$ cat src/rtl/intc_pkg.sv
package intc_pkg;
    localparam int VEC_W  = 8;
    localparam int CLS_W  = 4;
    localparam int IDX_W  = VEC_W - CLS_W;
    localparam int SRC_W  = 4;
    localparam int NUM_VEC = 1 << VEC_W;
    localparam int NUM_CLS = 1 << CLS_W;
    localparam int Q_DEPTH = 2;

    typedef struct packed {
        logic [IDX_W-1:0] idx;
        logic [SRC_W-1:0] src;
    } q_entry_t;

    function automatic logic [CLS_W-1:0] class_of(input logic [VEC_W-1:0] v);
        return v[VEC_W-1:IDX_W];
    endfunction
endpackage

$ cat src/rtl/intc_prio_find.sv
module intc_prio_find #(
    parameter int N  = 16,
    localparam int IW = (N > 1) ? $clog2(N) : 1
) (
    input  logic [N-1:0]  req,
    output logic          any,
    output logic [IW-1:0] top
);
    always_comb begin
        any = 1'b0;
        top = '0;
        for (int i = 0; i < N; i++) begin
            if (req[i]) begin
                any = 1'b1;
                top = IW'(i);
            end
        end
    end
endmodule

$ cat src/rtl/intc_class_queue.sv
module intc_class_queue #(
    parameter int DEPTH = 2,
    parameter int EW    = 8,
    localparam int PW   = (DEPTH > 1) ? $clog2(DEPTH) : 1,
    localparam int CW   = $clog2(DEPTH + 1)
) (
    input  logic          clk,
    input  logic          rst,
    input  logic          push,
    input  logic [EW-1:0] push_data,
    input  logic          pop,
    output logic [EW-1:0] head,
    output logic          full,
    output logic          empty
);
    logic [EW-1:0] slots [DEPTH];
    logic [PW-1:0] rd_ptr, wr_ptr;
    logic [CW-1:0] count;

    function automatic logic [PW-1:0] bump(input logic [PW-1:0] p);
        return (p == PW'(DEPTH - 1)) ? '0 : p + 1'b1;
    endfunction

    assign head  = slots[rd_ptr];
    assign full  = (count == CW'(DEPTH));
    assign empty = (count == '0);

    always_ff @(posedge clk) begin
        if (rst) begin
            rd_ptr <= '0;
            wr_ptr <= '0;
            count  <= '0;
            for (int i = 0; i < DEPTH; i++) slots[i] <= '0;
        end else begin
            if (push) begin
                slots[wr_ptr] <= push_data;
                wr_ptr        <= bump(wr_ptr);
            end
            if (pop) rd_ptr <= bump(rd_ptr);
            count <= count + CW'(push) - CW'(pop);
        end
    end

    p_no_overflow_r2: assert property (@(posedge clk) disable iff (rst)
        push |-> !full);
    p_no_underflow_r7: assert property (@(posedge clk) disable iff (rst)
        pop |-> !empty);
endmodule

$ cat src/rtl/intc_accept_unit.sv
module intc_accept_unit
    import intc_pkg::*;
#(
    parameter int QDEPTH = Q_DEPTH
) (
    input  logic             clk,
    input  logic             rst,
    input  logic             msg_valid,
    input  logic [VEC_W-1:0] msg_vector,
    input  logic [SRC_W-1:0] msg_source,
    output logic             msg_accept,
    output logic             msg_reject,
    output logic             irq_valid,
    output logic [VEC_W-1:0] irq_vector,
    input  logic             irq_take,
    input  logic             eoi,
    output logic             cpl_valid,
    output logic [VEC_W-1:0] cpl_vector,
    output logic [SRC_W-1:0] cpl_source
);
    localparam int EW = $bits(q_entry_t);

    logic [NUM_VEC-1:0] pending, in_service;
    logic [SRC_W-1:0]   svc_src [NUM_CLS];

    logic [NUM_CLS-1:0] q_full, q_empty, q_push, q_pop;
    q_entry_t           q_head [NUM_CLS];

    logic               cls_any, isr_any;
    logic [CLS_W-1:0]   best_cls;
    logic [VEC_W-1:0]   isr_top;

    logic [CLS_W-1:0]   msg_cls;
    logic               take_fire, merge, retire;
    q_entry_t           new_entry;

    // per-class two-slot queues
    for (genvar c = 0; c < NUM_CLS; c++) begin : g_cls
        intc_class_queue #(.DEPTH(QDEPTH), .EW(EW)) u_q (
            .clk       (clk),
            .rst       (rst),
            .push      (q_push[c]),
            .push_data (new_entry),
            .pop       (q_pop[c]),
            .head      (q_head[c]),
            .full      (q_full[c]),
            .empty     (q_empty[c])
        );
        assign q_push[c] = msg_accept && !merge && (msg_cls == CLS_W'(c));
        assign q_pop[c]  = take_fire && (best_cls == CLS_W'(c));
    end

    intc_prio_find #(.N(NUM_CLS)) u_cls_pick (
        .req (~q_empty),
        .any (cls_any),
        .top (best_cls)
    );

    intc_prio_find #(.N(NUM_VEC)) u_isr_pick (
        .req (in_service),
        .any (isr_any),
        .top (isr_top)
    );

    // acceptance
    assign msg_cls       = class_of(msg_vector);
    assign new_entry.idx = msg_vector[IDX_W-1:0];
    assign new_entry.src = msg_source;
    assign merge      = pending[msg_vector] && !(take_fire && irq_vector == msg_vector);
    assign msg_accept = msg_valid && (merge || !q_full[msg_cls]);
    assign msg_reject = msg_valid && !msg_accept;

    // offer to core
    assign irq_vector = {best_cls, q_head[best_cls].idx};
    assign irq_valid  = cls_any && (!isr_any || best_cls > class_of(isr_top));
    assign take_fire  = irq_valid && irq_take;
    assign retire     = eoi && isr_any;

    always_ff @(posedge clk) begin
        if (rst) begin
            pending    <= '0;
            in_service <= '0;
            cpl_valid  <= 1'b0;
            cpl_vector <= '0;
            cpl_source <= '0;
            for (int c = 0; c < NUM_CLS; c++) svc_src[c] <= '0;
        end else begin
            if (take_fire) pending[irq_vector] <= 1'b0;
            if (msg_accept) pending[msg_vector] <= 1'b1;
            if (retire) in_service[isr_top] <= 1'b0;
            if (take_fire) begin
                in_service[irq_vector] <= 1'b1;
                svc_src[best_cls]      <= q_head[best_cls].src;
            end
            cpl_valid <= retire;
            if (retire) begin
                cpl_vector <= isr_top;
                cpl_source <= svc_src[class_of(isr_top)];
            end
        end
    end

    p_resp_excl_r11: assert property (@(posedge clk) disable iff (rst)
        !(msg_accept && msg_reject));
    p_resp_idle_r11: assert property (@(posedge clk) disable iff (rst)
        !msg_valid |-> !(msg_accept || msg_reject));
    p_pending_set_r1: assert property (@(posedge clk) disable iff (rst)
        msg_accept |=> pending[$past(msg_vector)]);
    p_take_moves_r7: assert property (@(posedge clk) disable iff (rst)
        take_fire && !(msg_accept && msg_vector == irq_vector)
        |=> in_service[$past(irq_vector)] && !pending[$past(irq_vector)]);
    p_nest_rank_r6: assert property (@(posedge clk) disable iff (rst)
        irq_valid && isr_any |-> class_of(irq_vector) > class_of(isr_top));
    p_retire_cpl_r8: assert property (@(posedge clk) disable iff (rst)
        retire |=> cpl_valid && cpl_vector == $past(isr_top));
    p_idle_eoi_r9: assert property (@(posedge clk) disable iff (rst)
        (eoi && !isr_any) |=> !cpl_valid);
endmodule

$ cat config.mk
export PLATFORM = sky130hd
export DESIGN_NAME = intc_accept_unit
export DESIGN_NICKNAME = d
export VERILOG_FILES = /design/src/rtl/intc_pkg.sv /design/src/rtl/intc_prio_find.sv /design/src/rtl/intc_class_queue.sv /design/src/rtl/intc_accept_unit.sv
export SDC_FILE = /design/constraint.sdc
export NUM_CORES = 2
export LEC_CHECK = 0
export CELL_PAD_IN_SITES_DETAIL_PLACEMENT = 1
export CELL_PAD_IN_SITES_GLOBAL_PLACEMENT = 1
export CORE_MARGIN = 3
export CORE_UTILIZATION = 30
export CTS_BUF_LIST = sky130_fd_sc_hd__clkbuf_8
export DETAILED_ROUTE_END_ITERATION = 10
export PLACE_DENSITY_LB_ADDON = 0.25
export SYNTH_ARGS = -nofsm -noshare
export SYNTH_HDL_FRONTEND = slang
export SYNTH_SLANG_ARGS = --single-unit
$ cat constraint.sdc
create_clock -name clk -period 17.4 [get_ports clk]
set_input_delay 5.22 -clock clk [delete_from_list [all_inputs] [get_ports clk]]
set_output_delay 5.22 -clock clk [all_outputs]
set_load 0.03 [all_outputs]
; Yosys cells after proc, flatten, opt, wreduce, memory -nomap -nowiden
; Memories as Yosys holds them, arrays and structs flattened. A register that Yosys moved wholly into a read port is not among the register bits.
; Index checks and enable logic that the tools add are counted.
[classes]
n_lt_le_gt_ge = 9
bitwise_logic = 8
n_eq_ne = 47
n_addsub = 64
reduce_logical = 85
muxes = 729
[op_table]
columns = cell, n
row1 = $mux W256, 6
row2 = $mux W8, 146
row3 = $and A256 B256 Y256, 2
row4 = $not A256 Y256, 2
row5 = $or A256 B256 Y256, 2
row6 = $mux W7, 64
row7 = $mux W1, 429
row8 = $mux W6, 32
row9 = $reduce_or A8 Y1, 16
row10 = $mux W5, 16
row11 = $mux W4, 18
row12 = $eq A4 B4 Y1 const B, 16
row13 = $logic_and A1 B1 Y1, 43
row14 = $add A1 B1 Y1 const B, 32
row15 = $add A2 B1 Y2, 16
row16 = $bmux W8 S4, 1
row17 = $eq A2 B2 Y1 const B, 16
row18 = $eq A4 B3 Y1 const B, 8
row19 = $logic_not A2 Y1, 16
row20 = $sub A2 B1 Y2, 16
row21 = $lt A8 B9 Y1 const B, 3
row22 = $demux W1 S8, 3
row23 = $ge A8 B1 Y1 const B, 3
row24 = $mux W3, 8
row25 = other kinds (15), 28
[totals]
ff_bits = 585
inputBits = 17
mem_count = 17
out_inout_bits = 24
ram_bits = 320
[mem_list]
columns = memory, words, width, read_ports, rd_ports_with_merged_regs, write_ports, line_no
row1 = svc_src, 16, 4, 1, 1, 16, intc_accept_unit.sv:24  ; logic [SRC_W-1:0] svc_src [NUM_CLS];
row2 = g_cls[0].u_q.slots, 2, 8, 1, 1, 2, intc_class_queue.sv:16  ; logic [EW-1:0] slots [DEPTH];
row3 = g_cls[10].u_q.slots, 2, 8, 1, 1, 2, intc_class_queue.sv:16
row4 = g_cls[11].u_q.slots, 2, 8, 1, 1, 2, intc_class_queue.sv:16
row5 = g_cls[12].u_q.slots, 2, 8, 1, 1, 2, intc_class_queue.sv:16
row6 = g_cls[13].u_q.slots, 2, 8, 1, 1, 2, intc_class_queue.sv:16
row7 = +11 memories, --, --, --, --, --, --

; Depth between registers and ports, before layout
[depth]
depth_word = 272
ltp_mapped = 29
ltp_nobuf = 25

; Hierarchy
; A second synthesis with hierarchy kept.
[hier_totals]
cells_unflattened = 4629
area_unflattened_um2 = 44996.9
[modules_own_cells]
columns = mod, cells_per_inst, area_each_um2, instances
row1 = intc_accept_unit, 2815, 26756.9, 1
row2 = intc_class_queue, 74, 920.9, 16
row3 = intc_prio_find at u_isr_pick, 601, 3344.5, 1
row4 = intc_prio_find at u_cls_pick, 29, 161.4, 1

; Least setup slack after synthesis
; Ideal clock, no wire load.
[synth_path]
kind = input to output
startpoint = input port msg_vector[1]
endpoint = output port msg_reject
arrival_time_ps = 8420
path_buffers = 4
required_ps = 12180
slack_ps = 3760
cell_stages = 10
path_cell_list = clkbuf_1 buf_1 mux4_2 mux4_2 mux4_2 mux4_2 o21ai_2 buf_6 buf_6 and3_1
[synth_between]
elab_chain_cells = 8
word_cells_on_any_way = 10
classes_between = eq/ne: 1 / mux: 2 / reduce/logical: 7
[synth_rtl]
columns = item, line_no
row1 = start: declaration, intc_accept_unit.sv:9  ; input logic [VEC_W-1:0] msg_vector,
row2 = branches (longest 3 deep; another with $bmux W1 S8), --
row3 = $logic_and A1 B1 Y1 *, intc_accept_unit.sv:69  ; assign merge = pending[msg_vector] && !(take_fire && irq_vector == msg_vector);
row4 = $logic_or A1 B1 Y1 *, intc_accept_unit.sv:70  ; assign msg_accept = msg_valid && (merge || !q_full[msg_cls]);
row5 = $logic_and A1 B1 Y1 *, intc_accept_unit.sv:70
row6 = $logic_not A1 Y1 *, intc_accept_unit.sv:71  ; assign msg_reject = msg_valid && !msg_accept;
row7 = $logic_and A1 B1 Y1 *, intc_accept_unit.sv:71
row8 = end: declaration, intc_accept_unit.sv:12  ; output logic msg_reject,
; Mark *: on every way between the ends. The select of a mux whose other input is x is not followed.

; Worst setup path after layout
[layout_path]
startpoint = input port msg_vector[3]
endpoint = output port msg_reject
; The elaborated chain is that of the path after synthesis.

==> results.sh <==
export IMPL_outcome="finished clean"
export IMPL_cts_sinks=925
export IMPL_end_kind="primary output"
export IMPL_post_cts_resized=0
export IMPL_cts_setup_buffers=0
export IMPL_dp_hpwl_mm=129
export IMPL_grt_pass1_vias=37610
export IMPL_slew_limit_headroom=0.126
export IMPL_routed_wl_mm=196
export IMPL_worst_pin_slew_ps=1300
export IMPL_cts_hold_fix_buffers=0
export IMPL_die_h_um=386
export IMPL_fmax_mhz=66.3
export IMPL_grt_max_degree=97
export IMPL_grt_use_total=0.258
export IMPL_start_kind="input port"
export IMPL_first_iter_violations=4261
export IMPL_maxCapViolCount=0
export IMPL_r2r_cells=23
export IMPL_num_io_pins=41
export IMPL_slew_violations=0
export IMPL_utilization=0.344
export IMPL_design_core_area_um2=142000
export IMPL_period_minus_slack_ps=15080
export IMPL_fin_area_um2=49000
export IMPL_detail_route_wl_per_cell_um=30.7
export IMPL_synthesis_nets=4444
export IMPL_worstPathRequired_ps=12180
export IMPL_drc=0
export IMPL_rsz0062_at_grt="false"
export IMPL_portBuffers=40
export IMPL_crit_arrival_ps=9860
export IMPL_fin_tns_setup_ps=0
export IMPL_antenna_found_initial=8
export IMPL_fin_skew_ps=45.3
export IMPL_period_share=0.867
export IMPL_fp_dieArea_um2=149000
export IMPL_synth_common_cells="605 x dfxtp_1, 470 x nand2_1, 452 x nor2_1, 380 x a21oi_1, 320 x edfxtp_1"
export IMPL_grt_overflow_total=0
export IMPL_synth_most_common_cell="dfxtp_1"
export IMPL_hold_violations=0
export IMPL_clkLatencyLatePin_ps=910
export IMPL_htreeDepth=4
export IMPL_setup_viol=0
export IMPL_async_flop_share=0
export IMPL_ys_warn_count=0
export IMPL_fp_dieW_um=386
export IMPL_holdWs_ps=480
export IMPL_worstHoldPathType="flop to flop"
export IMPL_floorplan_initialDensity=0.304
export IMPL_max_clock_path_buffers=3
export IMPL_synth_seq_cells=925
export IMPL_root_buffer="clkbuf_8"
export IMPL_synth_edf_count=320
export IMPL_netlist_area_um2=43300
export IMPL_synthTopCellsByArea="dfxtp_1 28%, edfxtp_1 22%, a32o_1 5.9%"
export IMPL_clk_pin_slew_ps=60
export IMPL_ant_nets=0
export IMPL_multi_input_area_um2=20000
export IMPL_reg2reg_setup_slack_ps=8520
export IMPL_layout_drive_gt1_share=0.124
export IMPL_nets=4436
export IMPL_synth_cell_types=103
export IMPL_filler_cell_count=16143
export IMPL_synth_largest_area_cell="dfxtp_1"
export IMPL_cp_max_fo=17
export IMPL_firstDrtPassIters=6
export IMPL_avgSynthCellArea_um2=9.85
export IMPL_place_area_um2=45700
export IMPL_cts_tree="built"
export IMPL_rows=138
export IMPL_ys_seq_area_frac=0.502
export IMPL_grt_pass1_wl_mm=277
export IMPL_syn_inst=4391
export IMPL_synthFlopType="dfxtp_1"
export IMPL_gp_congestion=0.903
export IMPL_min_path_cells=2
export IMPL_crit_type="input port to primary output"
export IMPL_yosys_area_top_type_share=0.280
export IMPL_route_vias_total=38666
export IMPL_cts_buffers_inserted=160
export IMPL_viasPerCell=6.03
export IMPL_synthToLayoutAreaGrowth_pct=13.3
export IMPL_regArea_um2=21700
## area by class of cell
type                       instances  share of cell area
antenna                            7            0.000357
clock buffer                     207              0.0581
clock inverter                    84             0.00944
inverter                         106             0.00827
multi-input combinational       3045               0.408
sequential                       925               0.443
tap                             1890              0.0482
timing repair buffer             145              0.0240
## logic make-up after synthesis
| family | share of synthesized area |
|---|---|
| AND/OR/NAND/NOR | 0.163 |
| adder cells (fa/ha/maj) | 0.0104 |
| AO/OA/AOI/OAI | 0.199 |
| XOR/XNOR | 0.00911 |
| flip-flops | 0.502 |
| multiplexers | 0.0769 |
| buffers and inverters | 0.0402 |
## per-layer routing
layer / GRT usage / part of all wire / up-vias
met5: 0 / 0 / -
li1: - / - / 16602
met2: 0.394 / 0.44 / 1711
met1: 0.355 / 0.44 / 19952
met4: 0.103 / 0.039 / 0
met3: 0.0560 / 0.081 / 401
## flip-flops by register name (all words and copies together) (netlist names), named ones only
signal            cells
cpl_source            4
cpl_valid             1
cpl_vector            8
g_cls.u_q.count      32
g_cls.u_q.rd_ptr     16
g_cls.u_q.slots     256
g_cls.u_q.wr_ptr     16
in_service          256
pending             256
svc_src              64
## final timing paths
check                                  end             from
hold reg to reg              cpl_vector[1]    cpl_vector[1]
setup reg to reg  g_cls[8].u_q.slots[1][5]  in_service[209]
hold / removal               cpl_vector[1]    cpl_vector[1]
setup / recovery                msg_reject    msg_vector[3]
## critical path: stages
cell and delay (ps):
clkdlybuf4s50_1 800, inv_2 880, mux4_2 670, mux4_2 590, mux4_2 550, o21ai_4 190
and3_1 230, clkdlybuf4s50_1 670
## metrics by stage
step	setup slack (ps)	std cells
floorplan	3760	4391
global placement	2330	6111
detailed placement	2240	6111
CTS	2240	6402
global route	2220	6403
finish	2320	6409
## layout by cell type (no fill, tap or decap), types with 10 or more instances in the layout
cell type	netlist	final
nor3_2	6	11
nand2b_1	17	15
xnor2_1	32	32
a21oi_1	380	378
and3_1	16	16
o211ai_1	10	10
dfxtp_1	605	605
and2_1	12	11
nand2_1	470	470
nor4_1	124	122
or3_1	30	30
a31oi_1	18	18
mux4_2	86	86
xor2_1	13	13
nand3_1	73	72
buf_4	5	106
or4_1	22	22
clkbuf_8	0	207
a211oi_1	67	67
nor2_2	8	14
o31ai_1	53	53
edfxtp_1	320	320
o21a_1	11	11
o21ai_0	314	313
clkinv_2	0	18
nand4_1	31	31
a32o_1	256	256
nor2b_1	59	59
clkinv_1	10	15
mux2i_1	123	123
mux2_2	14	14
inv_1	93	144
o22ai_1	11	11
nor3_1	112	103
ha_1	36	36
nor2_1	452	440
clkdlybuf4s50_1	0	34
a21oi_4	13	15
Power is not shown: default switching activity piles up to over one toggle a cycle in this logic, so the estimate is an artifact.
